## src/rtl/strap_led_pkg.sv

```systemverilog
package strap_led_pkg;

  localparam int unsigned NUM_PADS = 2;
  localparam int unsigned LINK_PAD = 0;
  localparam int unsigned ACT_PAD  = 1;

  // LED pad level: strapped-high pads are active-low.
  function automatic logic led_level(input logic on, input logic strap_hi);
    return on ^ strap_hi;
  endfunction

endpackage

```

## src/rtl/strap_sync.sv

```systemverilog
module strap_sync #(
  parameter int unsigned STAGES = 2,
  parameter int unsigned WIDTH  = 2
) (
  input  logic             clk,
  input  logic [WIDTH-1:0] d,
  output logic [WIDTH-1:0] q
);
  logic [WIDTH-1:0] chain [STAGES];

  always_ff @(posedge clk) chain[0] <= d;

  generate
    for (genvar s = 1; s < STAGES; s++) begin : g_stage
      always_ff @(posedge clk) chain[s] <= chain[s-1];
    end
  endgenerate

  assign q = chain[STAGES-1];
endmodule

```

## src/rtl/act_stretch.sv

```systemverilog
module act_stretch #(
  parameter int unsigned STRETCH_CYCLES = 1 << 20
) (
  input  logic clk,
  input  logic rst_n,
  input  logic act_in,
  output logic act_on
);
  localparam int unsigned CW = $clog2(STRETCH_CYCLES + 1);
  localparam logic [CW-1:0] LOAD = CW'(STRETCH_CYCLES);

  logic [CW-1:0] cnt;
  logic          cnt_live;

  assign cnt_live = (cnt != '0);

  always_ff @(posedge clk) begin
    if (!rst_n)        cnt <= '0;
    else if (act_in)   cnt <= LOAD;
    else if (cnt_live) cnt <= cnt - 1'b1;
  end

  assign act_on = act_in | cnt_live;

  a_r8_reload: assert property (@(posedge clk) disable iff (!rst_n)
    act_in |=> cnt == LOAD);
  a_r7_count_down: assert property (@(posedge clk) disable iff (!rst_n)
    (!act_in && cnt_live) |=> cnt == $past(cnt) - 1'b1);
endmodule

```

## src/rtl/led_pin_drv.sv

```systemverilog
module led_pin_drv
  import strap_led_pkg::*;
(
  input  logic clk,
  input  logic rst_n,
  input  logic strap_hi,
  input  logic on,
  output logic pad_out,
  output logic pad_oe
);
  always_ff @(posedge clk) begin
    if (!rst_n) begin
      pad_out <= 1'b0;
      pad_oe  <= 1'b0;
    end else begin
      pad_out <= led_level(on, strap_hi);
      pad_oe  <= 1'b1;
    end
  end

  a_r5_level: assert property (@(posedge clk) disable iff (!rst_n)
    $past(rst_n) |-> (pad_out == ($past(on) ^ strap_hi)));
endmodule

```

## src/rtl/strap_led_ctrl.sv

```systemverilog
module strap_led_ctrl
  import strap_led_pkg::*;
#(
  parameter int unsigned STRETCH_CYCLES = 1 << 20,
  parameter int unsigned SYNC_STAGES    = 2
) (
  input  logic       clk,
  input  logic       rst_n,
  input  logic       link_good,
  input  logic       tx_active,
  input  logic       rx_active,
  input  logic [1:0] pad_in,
  output logic [1:0] pad_out,
  output logic [1:0] pad_oe,
  output logic [1:0] phy_addr
);
  logic [NUM_PADS-1:0] pad_sync;
  logic [NUM_PADS-1:0] strap_q;
  logic [NUM_PADS-1:0] led_on;
  logic                act_on;
  logic                strap_capture;

  strap_sync #(.STAGES(SYNC_STAGES), .WIDTH(NUM_PADS)) u_sync (
    .clk (clk),
    .d   (pad_in),
    .q   (pad_sync)
  );

  // Straps are re-sampled on every reset edge; the last one wins.
  assign strap_capture = !rst_n;

  always_ff @(posedge clk) begin
    if (strap_capture) strap_q <= pad_sync;
  end

  act_stretch #(.STRETCH_CYCLES(STRETCH_CYCLES)) u_stretch (
    .clk    (clk),
    .rst_n  (rst_n),
    .act_in (tx_active | rx_active),
    .act_on (act_on)
  );

  assign led_on[LINK_PAD] = link_good;
  assign led_on[ACT_PAD]  = act_on;

  generate
    for (genvar p = 0; p < NUM_PADS; p++) begin : g_pad
      led_pin_drv u_drv (
        .clk      (clk),
        .rst_n    (rst_n),
        .strap_hi (strap_q[p]),
        .on       (led_on[p]),
        .pad_out  (pad_out[p]),
        .pad_oe   (pad_oe[p])
      );
    end
  endgenerate

  assign phy_addr = strap_q;

  a_r4_addr_stable: assert property (@(posedge clk) disable iff (!rst_n)
    $past(rst_n) |-> $stable(phy_addr));
  a_r1_oe_driven: assert property (@(posedge clk) disable iff (!rst_n)
    $past(rst_n) |-> (pad_oe == 2'b11));
  a_r6_link_pad: assert property (@(posedge clk) disable iff (!rst_n)
    $past(rst_n) |-> (pad_out[0] == (phy_addr[0] ? !$past(link_good) : $past(link_good))));
  a_r2_capture_live: assert property (@(posedge clk) disable iff (!rst_n)
    $rose(rst_n) |-> (phy_addr == $past(pad_sync)));
endmodule

```

## config.mk

```make
export PLATFORM = sky130hd
export DESIGN_NAME = strap_led_ctrl
export DESIGN_NICKNAME = d
export VERILOG_FILES = /design/src/rtl/strap_led_pkg.sv /design/src/rtl/strap_sync.sv /design/src/rtl/act_stretch.sv /design/src/rtl/led_pin_drv.sv /design/src/rtl/strap_led_ctrl.sv
export SDC_FILE = /design/constraint.sdc
export NUM_CORES = 1
export LEC_CHECK = 0
export CAP_MARGIN = 20
export CORE_AREA = 2 2 57 59
export DETAILED_ROUTE_END_ITERATION = 8
export DIE_AREA = 0 0 59 61
export MAX_ROUTING_LAYER = met4
export PLACE_DENSITY = 0.69
export SETUP_SLACK_MARGIN = 0.4
export SYNTH_ARGS = -nofsm -noshare
export SYNTH_HDL_FRONTEND = slang
export SYNTH_SLANG_ARGS = --single-unit
```

## constraint.sdc

```tcl
create_clock -name clk -period 2.24 [get_ports clk]
set_input_delay 0.672 -clock clk [delete_from_list [all_inputs] [get_ports clk]]
set_output_delay 0.672 -clock clk [all_outputs]
set_load 0.005 [all_outputs]
```

==> reports/qor.csv, run 1 <==
stage;metric;value;unit
status;status;completed;
hold_path;hold endpoint;u_sync.chain[1][1];
place;Port Buf Inserts;12;
setup_path;r2r worst-path depth;4;
timing;Worst Hold Margin;337;ps
setup_path;crit end category;register;
power;PD cells;992;mW/mm^2
timing;Final TNS setup;0;ps
floorplan;number of I/O pins;13;
route;wirelength, routed;3890;um
global_route;met3 Usage GRT;6.40;%
clocking;CTS Buf Count;5;
route;antenna-violating nets left;0;
layout;Syn-to-layout area delta;41.3;%
timing;Max Clock Freq;0.523;GHz
clocking;Clock Latency Late Sink;340;ps
floorplan;Horiz. Die Dim;59;um
timing;Rel. slew slack;73.1;%
layout;Fillers;217;
power;worst vdd rail ir drop;0.549;mV
route;Detailed Route Iter0 Violations;73;
synthesis;Seq cells post-synth;30;
synthesis;Ys Warns;0;
floorplan;cell row count;20;
hold_path;Hold Path Depth;0;
route;per-cell routed wire length;16.8;um
timing;skew final;5.94;ps
layout;multi-input logic area;896;sq um
hold_path;hold wc startpoint;u_sync.chain[0][1];
layout;ANT cells;0;
layout;# nets final;206;
synthesis;number of flops mapped to enable cells by yosys;2;
floorplan;core area;0.00295;sq mm
route;# DRC;0;
floorplan;Initial Util;49.2;%
synthesis;Post-Syn Nets;165;
place;Post-DP HPWL;2190;um
route;routed vias;1428;
setup_path;Critical Path Start Type;register;
route;Pre-antenna DRT Iters;4;
setup_path;reg2reg start;u_stretch.cnt[11];
synthesis;Seq/Total Area, Yosys;42.8;%
timing;Worst-Margin Slew;402;ps
global_route;largest net degree at the start of global routing;14;
synthesis;most common cell in the netlist;dfxtp_1;
setup_path;crit path DAT;2190;ps
global_route;vias in the first global route;1265;
global_route;Most Crowded Layer GR;met2;
floorplan;Die H;61;um
clocking;root buffer cell;clkbuf_4;
synthesis;fraction of registers with async set/reset;0;%
synthesis;synth top area cells;dfxtp_1 39%, nand2_1 4.4%, a21oi_1 4.1%;
global_route;GR Util met2;35.7;%
synthesis;Synth Instances;156;
clocking;CTS Hold Buffers Added;0;
place;routability cong.;0.910;
setup_path;Reg2Reg Capture Point;u_stretch.cnt[18];
clocking;clk buf depth;2;
synthesis;Yosys cell types;42;
synthesis;main flop type after synthesis;dfxtp_1;
place;dpl cell area;0.00166;sq mm
global_route;GRT overflow;0;
setup_path;Crit Path Max Fanout;7;
power;leak pwr;0.867;nW
layout;Final Instance Area;0.00205;sq mm
clocking;CTS tree;built;
clocking;clock-pin slew on the worst setup and hold paths;110;ps
layout;register area;641;sq um
clocking;clock sink total;30;
hold_path;Hold Crit Class;register to register;
global_route;first-pass GRT wire length;5820;um
global_route;initial antenna violation count;0;
job;max-cap check violation count;0;
global_route;GR Util All Layers;23.1;%
synthesis;Yosys top cell area share;38.6;%
setup_path;reg2reg setup slack;330;ps
floorplan;Die Area;0.00360;sq mm
synthesis;Synth area leader;dfxtp_1;
synthesis;Synth top cells by count;28 x dfxtp_1, 17 x nand2_1, 12 x a21oi_1;
timing;minimum clock period;1910;ps
timing;max-slew violation count;0;
synthesis;Mapped Avg Cell Area;9.30;sq um
timing;Fin. Hold Viols;0;
route;Vias/cell;6.18;
synthesis;Synth Cell Area;0.00145;sq mm
timing;RSZ-0062 raised after global routing;true;
setup_path;critical path required time;2520;ps
timing;final period utilization;85.4;%
global_route;routing usage on met1;26.9;%
setup_path;Setup Crit Path Kind;register to register;
timing;final setup vio count;0;
clocking;# H-tree levels;2;
layout;fraction of layout cells with a size suffix above 1;42.9;%
## metrics by stage
step                utilization [%]  std cells  setup slack, ps  power [mW]
floorplan                         -        156              402        1.12
global placement               56.3        207             35.0        1.27
detailed placement             56.3        207            -9.72        1.28
CTS                            62.5        222              355        1.80
global route                   69.4        231              306        2.15
finish                         69.4        231              328        2.03
## timing repair
| action | CTS | global route |
|---|---|---|
| gates cloned | 1 | 0 |
| gates resized for setup | 24 | 36 |
| setup buffers | 6 | 9 |
| endpoints found under the setup margin | 18 | 18 |
| pin swaps | 7 | 9 |
| endpoints found under the hold margin | 0 | 0 |
## layout by cell type, fill, tap and decap left out, types with 3 or more instances in the layout
cell type	count
nor4_1	4
mux2i_1	6
a211o_1	3
a21oi_1	9
dfxtp_2	4
clkbuf_4	5
o31ai_1	6
buf_4	31
nand2_1	17
dlygate4sd2_1	6
or2_2	7
inv_1	3
nor2_1	5
dfxtp_1	20
nor3_1	4
dfxtp_4	4
clkdlybuf4s50_1	4
a21oi_2	3
## metal layers
layer  vias to the layer above  share of wire [%]
met4                         0                2.2
met3                        13                4.7
met1                       689                 43
li1                        671                  -
met2                        55                 50
met5                         -                  0
## cells by family after synthesis
group / Yosys count / share of synthesized area (%)
AOI/OAI and AO/OA: 35 / 17.3
DFF: 30 / 42.8
muxes: 6 / 4.14
and+or+nand+nor: 66 / 26.5
buffers and inverters: 16 / 6.98
xor gates and xnor gates: 1 / 0.604
adders and majority gates: 2 / 1.72
## report_power, final
group | leakage (nW) | total [mW] | switching [mW] | internal [mW]
Clock | 0.0374 | 0.444 | 0.210 | 0.234
Combinational | 0.576 | 0.945 | 0.471 | 0.474
Sequential | 0.254 | 0.645 | 0.0589 | 0.586
Total | 0.867 | 2.03 | 0.741 | 1.29
## sequential cells by signal, summed over array words and instances, names as in the netlist
name,cells
g_pad.u_drv.pad_oe,1
g_pad.u_drv.pad_out,2
u_stretch.cnt,21
phy_addr,2
u_sync.chain,4
## critical path: stages (launching register included)
cell and delay [ps]:
dfxtp_4 380, or4_4 580, or3_4 350, or4_1 410, a21oi_1 140
## worst max-delay path by stage
stage	from	slack, ps	to
finish	u_stretch.cnt[11]	330	u_stretch.cnt[18]
global route	u_stretch.cnt[11]	310	u_stretch.cnt[18]
CTS	u_stretch.cnt[0]	360	u_stretch.cnt[11]
detailed placement	rst_n	-10	u_stretch.cnt[19]
global placement	rst_n	30	u_stretch.cnt[19]
floorplan	u_stretch.cnt[0]	400	u_stretch.cnt[14]
## area by class of cell
class                      count  share of cell area [%]
clock inverter                 3                    2.20
multi-input combinational    110                    43.7
sequential                    30                    31.2
inverter                       5                    1.16
clock buffer                   5                    1.83
tap                           33                    2.01
timing repair buffer          45                    17.9
Note: power is estimated with default switching activity, not from simulation.
==> run 2: changes to the inputs <==
CORE_AREA = 2 2 54 56   (was 2 2 57 59)
DIE_AREA = 0 0 56 58   (was 0 0 59 61)
PLACE_DENSITY = 0.76   (was 0.69)
==> reports/qor.csv, run 2 (same netlist as run 1, synthesis figures left out) <==
stage;metric;value;unit;change
timing;minimum clock period;1850;ps;-66.5 ps
timing;Final TNS setup;0;ps;unchanged
layout;ANT cells;0;;unchanged
power;worst vdd rail ir drop;1.02;mV;+85%
power;leak pwr;0.886;nW;+2.2%
global_route;GRT overflow;0;;unchanged
setup_path;Slowest-stage cell, CP;or4_4;;
setup_path;critical path required time;2510;ps;about the same
route;wirelength, routed;3680;um;-5.3%
route;Vias/cell;6.08;;-1.6%
floorplan;number of I/O pins;13;;unchanged
clocking;# H-tree levels;2;;unchanged
timing;Fin. Hold Viols;0;;unchanged
timing;final period utilization;82.4;%;-3.0 points
clocking;clock-pin slew on the worst setup and hold paths;100;ps;about the same
floorplan;Die Area;0.00325;sq mm;-9.8%
place;Port Buf Inserts;12;;unchanged
route;Detailed Route Iter0 Violations;34;;-53%
status;status;completed;;
hold_path;hold wc startpoint;u_sync.chain[0][1];;
timing;Rel. slew slack;70.8;%;-2.3 points
setup_path;Critical Path Start Type;register;;
setup_path;crit end category;register;;
floorplan;core area;0.00266;sq mm;-9.8%
clocking;clk buf depth;2;;unchanged
setup_path;reg2reg start;u_stretch.cnt[13];;
clocking;CTS tree;built;;
route;per-cell routed wire length;16.4;um;-2.7%
hold_path;Hold Path Depth;0;;unchanged
power;PD cells;1020;mW/mm^2;+3.2%
hold_path;Hold Crit Class;register to register;;
clocking;CTS Buf Count;5;;unchanged
timing;final setup vio count;0;;unchanged
global_route;initial antenna violation count;0;;unchanged
route;# DRC;0;;unchanged
layout;Final Instance Area;0.00205;sq mm;+0.12%
setup_path;crit path DAT;2110;ps;-80 ps
setup_path;Setup Crit Path Kind;register to register;;
floorplan;Horiz. Die Dim;56;um;-5.1%
clocking;root buffer cell;clkbuf_4;;
setup_path;Crit Path Max Fanout;5;;-2
clocking;clock sink total;30;;unchanged
hold_path;hold endpoint;u_sync.chain[1][1];;
global_route;vias in the first global route;1307;;+3.3%
job;max-cap check violation count;0;;unchanged
layout;# nets final;202;;-1.9%
setup_path;reg2reg setup slack;390;ps;+70 ps
layout;fraction of layout cells with a size suffix above 1;41.8;%;-1.2 points
floorplan;cell row count;19;;-5.0%
place;routability cong.;0.902;;-0.81%
clocking;Clock Latency Late Sink;340;ps;about the same
layout;Fillers;160;;-26%
setup_path;Critical Path Max Stage Delay;570;ps;about the same
floorplan;Initial Util;54.5;%;+5.4 points
floorplan;Die H;58;um;-4.9%
timing;skew final;9.55;ps;+3.61 ps
route;antenna-violating nets left;0;;unchanged
global_route;GR Util All Layers;24.8;%;+1.7 points
place;dpl cell area;0.00164;sq mm;-1.5%
layout;Most flops, register;u_stretch.cnt;;
timing;Worst-Margin Slew;432;ps;+30.4 ps
setup_path;worst-path cell chain;or4_4 -> or3_4 -> or4_1 -> a21oi_1;;
place;Post-DP HPWL;2180;um;-0.35%
timing;Max Clock Freq;0.542;GHz;+3.6%
layout;Syn-to-layout area delta;41.5;%;
timing;max-slew violation count;0;;unchanged
timing;RSZ-0062 raised after global routing;true;;
layout;number of flip-flops under the largest register name;21;;unchanged
layout;most common cell after layout, fill and taps aside;buf_4;;
global_route;largest net degree at the start of global routing;14;;unchanged
setup_path;r2r worst-path depth;4;;unchanged
layout;Regs by FF count;u_stretch.cnt x21, u_sync.chain x4;;
setup_path;Reg2Reg Capture Point;u_stretch.cnt[18];;
layout;most frequent cells in the layout;27 x buf_4, 19 x dfxtp_1, 17 x nand2_1;;
route;routed vias;1368;;-4.2%
route;Pre-antenna DRT Iters;4;;unchanged
global_route;first-pass GRT wire length;6020;um;+3.4%
run 2: worst max path at each step:
stage	slack (ps)	to	start
detailed placement	-30	u_stretch.cnt[19]	rst_n
floorplan	400	u_stretch.cnt[14]	u_stretch.cnt[0]
finish	390	u_stretch.cnt[18]	u_stretch.cnt[13]
global route	350	u_stretch.cnt[12]	u_stretch.cnt[0]
CTS	350	u_stretch.cnt[20]	u_stretch.cnt[11]
global placement	40	u_stretch.cnt[19]	rst_n
run 2: worst max-delay path, delay by kind of cell (launching register included):
family	cells	cell delay, ps
AOI/OAI and AO/OA	1	130
DFF	1	340
and+or+nand+nor	3	1310
run 2: final cells by class:
class / count / area [sq um] / share of cell area (%)
clock buffers: 6 / 51.3 / 2.50
well taps: 31 / 38.8 / 1.89
clock inverters: 2 / 60.1 / 2.93
repair buffers: 41 / 344 / 16.8
flip-flops and latches: 30 / 637 / 31.0
multi-input cells: 110 / 898 / 43.8
inverters: 5 / 23.8 / 1.16
run 2: routing by layer:
metal / part of all wire [%] / routed length (um) / GRT usage (%)
met4: 3.9 / 142 / 10.2
met1: 42 / 1560 / 29.4
met5: 0 / 0 / -
met3: 4.0 / 148 / 6.03
met2: 50 / 1830 / 40.7
run 2: report_power, final:
group / total, mW / switching (mW) / internal [mW]
clock network: 0.569 / 0.191 / 0.378
logic: 0.892 / 0.458 / 0.434
registers: 0.641 / 0.0536 / 0.587
run 2: what timing repair did:
item	in CTS	in global routing
pin swaps	9	7
resized for setup	23	32
endpoints found under the setup margin	17	18
hold buffers	0	0
gates cloned	1	0
buffers inserted	9	5
run 2: stage by stage:
| step | hold WS, ps | total power, mW | worst slack [ps] | util, % | instances |
|---|---|---|---|---|---|
| 2_1_floorplan | 310 | 1.12 | 402 | - | 156 |
| 3_5_place_dp | 315 | 1.28 | -27.7 | 61.5 | 202 |
| 6_report | 336 | 2.10 | 394 | 77.1 | 225 |
| 5_1_grt | 346 | 2.20 | 350 | 77.1 | 225 |
| 4_1_cts | 338 | 1.92 | 348 | 70.6 | 220 |
| 3_3_place_gp | 311 | 1.25 | 37.8 | 61.5 | 202 |
==> run 3: changes to the inputs <==
clock period = 1.7 ns   (was 2.24 ns; I/O delays follow)
==> reports/qor.csv, run 3 (same netlist as run 1, synthesis figures left out) <==
stage;metric;value;unit;change
power;switching part of the total;41.2;%;+7.8 points
setup_path;r2r worst-path depth;4;;unchanged
timing;final period utilization;116;%;+33 points
timing;Fin. Hold Viols;0;;unchanged
floorplan;cell row count;19;;unchanged
power;Logic pwr share;63.5;%;+21 points
layout;# nets final;248;;+23%
power;Seq pwr share;24.2;%;-6.3 points
timing;Rel. slew slack;70.9;%;about the same
route;antenna-violating nets left;0;;unchanged
route;wirelength, routed;7230;um;+96%
route;# DRC;0;;unchanged
floorplan;Initial Util;54.5;%;unchanged
layout;most frequent cells in the layout;60 x buf_4, 15 x buf_6, 13 x nand2_1, 13 x dfxtp_1, 11 x dfxtp_2;;
floorplan;Die H;58;um;unchanged
layout;fraction of layout cells with a size suffix above 1;67.4;%;+26 points
global_route;first-pass GRT wire length;7580;um;+26%
setup_path;Critical Path Start Type;register;;
power;PD cells;1360;mW/mm^2;+33%
layout;Final Util;97.0;%;+20 points
route;per-cell routed wire length;26.8;um;+64%
power;leak pwr;1.10;nW;+24%
route;routed vias;1865;;+36%
setup_path;Crit Path Max Fanout;4;;-1
timing;minimum clock period;1970;ps;+123 ps
layout;Final Instance Area;0.00258;sq mm;+26%
place;Cell Count Post-Placement;233;;+15%
layout;Regs by FF count;u_stretch.cnt x21, u_sync.chain x4;;
layout;Fillers;45;;-72%
timing;skew final;23.2;ps;+13.6 ps
timing;RSZ-0062 raised after global routing;true;;
clocking;# H-tree levels;2;;unchanged
status;status;complete, but fails checks;;
hold_path;Hold Path Depth;0;;unchanged
clocking;root buffer cell;clkbuf_4;;
layout;number of flip-flops under the largest register name;21;;unchanged
floorplan;Die Area;0.00325;sq mm;unchanged
setup_path;Setup Crit Path Kind;register to register;;
clocking;clk buf depth;2;;unchanged
setup_path;crit path DAT;2200;ps;+90 ps
power;Int Power;2.06;mW;+47%
power;worst vdd rail ir drop;1.48;mV;+45%
route;Vias/cell;6.91;;+14%
power;Overall Power;3.51;mW;+67%
timing;Worst Hold Margin;356;ps;+20.2 ps
route;Detailed Route Iter0 Violations;204;;+500%
layout;Non-Filler Instances;270;;+20%
global_route;vias in the first global route;1593;;+22%
layout;most common cell after layout, fill and taps aside;buf_4;;
layout;Syn-to-layout area delta;78.0;%;
timing;Max Clock Freq;0.508;GHz;-6.3%
timing;post-route setup slack;-269;ps;-663 ps
job;max-cap check violation count;0;;unchanged
place;Port Buf Inserts;12;;unchanged
setup_path;critical path required time;1930;ps;-580 ps
power;Clk pwr share;12.3;%;-15 points
layout;Most flops, register;u_stretch.cnt;;
timing;Worst-Margin Slew;433;ps;+0.985 ps
clocking;CTS Hold Buffers Added;0;;unchanged
hold_path;Hold Crit Class;register to register;;
floorplan;Horiz. Die Dim;56;um;unchanged
clocking;CTS tree;built;;
global_route;initial antenna violation count;0;;unchanged
clocking;Clock Latency Late Sink;350;ps;about the same
floorplan;number of I/O pins;13;;unchanged
clocking;clock-pin slew on the worst setup and hold paths;110;ps;about the same
layout;ANT cells;0;;unchanged
global_route;largest net degree at the start of global routing;9;;-5
timing;final setup vio count;14;;+14
timing;max-slew violation count;0;;unchanged
status;failing checks;setup timing;;
route;Pre-antenna DRT Iters;5;;+1
floorplan;core area;0.00266;sq mm;unchanged
setup_path;crit end category;register;;
place;Post-DP HPWL;2820;um;+29%
clocking;CTS Buf Count;5;;unchanged
clocking;clock sink total;30;;unchanged
place;dpl cell area;0.00192;sq mm;+17%
power;Net Sw Power;1.44;mW;+110%
global_route;GRT overflow;0;;unchanged
global_route;GR Util All Layers;32.7;%;+7.9 points
place;routability cong.;0.846;;-6.3%
[run 3: cell count changes in the layout (fill, tap and decap cells not counted), sizes merged]
cell / previous run / this run
clkbuf: 6 / 7
buf: 29 / 81
clkdlybuf4s50: 4 / 3
bufinv: 2 / 0
dlygate4sd2: 4 / 3
dlymetal6s2s: 4 / 0
[run 3: power groups by stage]
stage          sequential [mW]  clock, mW  combinational [mW]
6_report                 0.850      0.430                2.23
4_1_cts                  0.826      0.397                1.54
2_1_floorplan            0.836          0               0.676
3_5_place_dp             0.836          0                1.17
3_3_place_gp             0.830          0                1.12
5_1_grt                  0.851      0.448                2.27
[run 3: area by class of cell]
class	instances	area, sq um	share of cell area, %
clock buffers	7	45.0	1.74
inverters	5	23.8	0.920
multi-input cells	110	1110	42.8
flip-flops and latches	30	649	25.1
well taps	31	38.8	1.50
repair buffers	87	721	27.9
[run 3: metrics by stage]
stage	worst slack (ps)	TNS, ps
after floorplan	-64.5	-337
after global placement	-287	-3040
after detailed placement	-366	-3920
after CTS	-134	-450
after global routing	-253	-1680
final	-269	-1290
[run 3: worst paths after layout]
check,to,start,slack (ps)
setup reg to reg,u_stretch.cnt[19],u_stretch.cnt[13],-270
setup / recovery,u_stretch.cnt[19],u_stretch.cnt[13],-270
hold / removal,u_sync.chain[1][1],u_sync.chain[0][1],360
hold reg to reg,u_sync.chain[1][1],u_sync.chain[0][1],360
[run 3: critical path: stages (launching register included)]
cell      delay, ps
dfxtp_2         350
or4_4           570
or4_4           480
o311ai_4        340
o31ai_1         110
[run 3: layer usage]
layer	routed length (um)	part of all wire, %	GRT usage, %
met5	0	0	-
met2	3460	48	58.2
met1	2500	35	31.9
met4	692	9.6	16.3
met3	569	7.9	10.7
[run 3: what timing repair did]
item                                    in CTS  in global routing
resized for setup                           74                 50
buffers inserted                            13                 17
endpoints found under the setup margin      28                 28
hold endpoints to repair                     0                  0
gates cloned                                 0                  0
pin swaps                                   15                 19
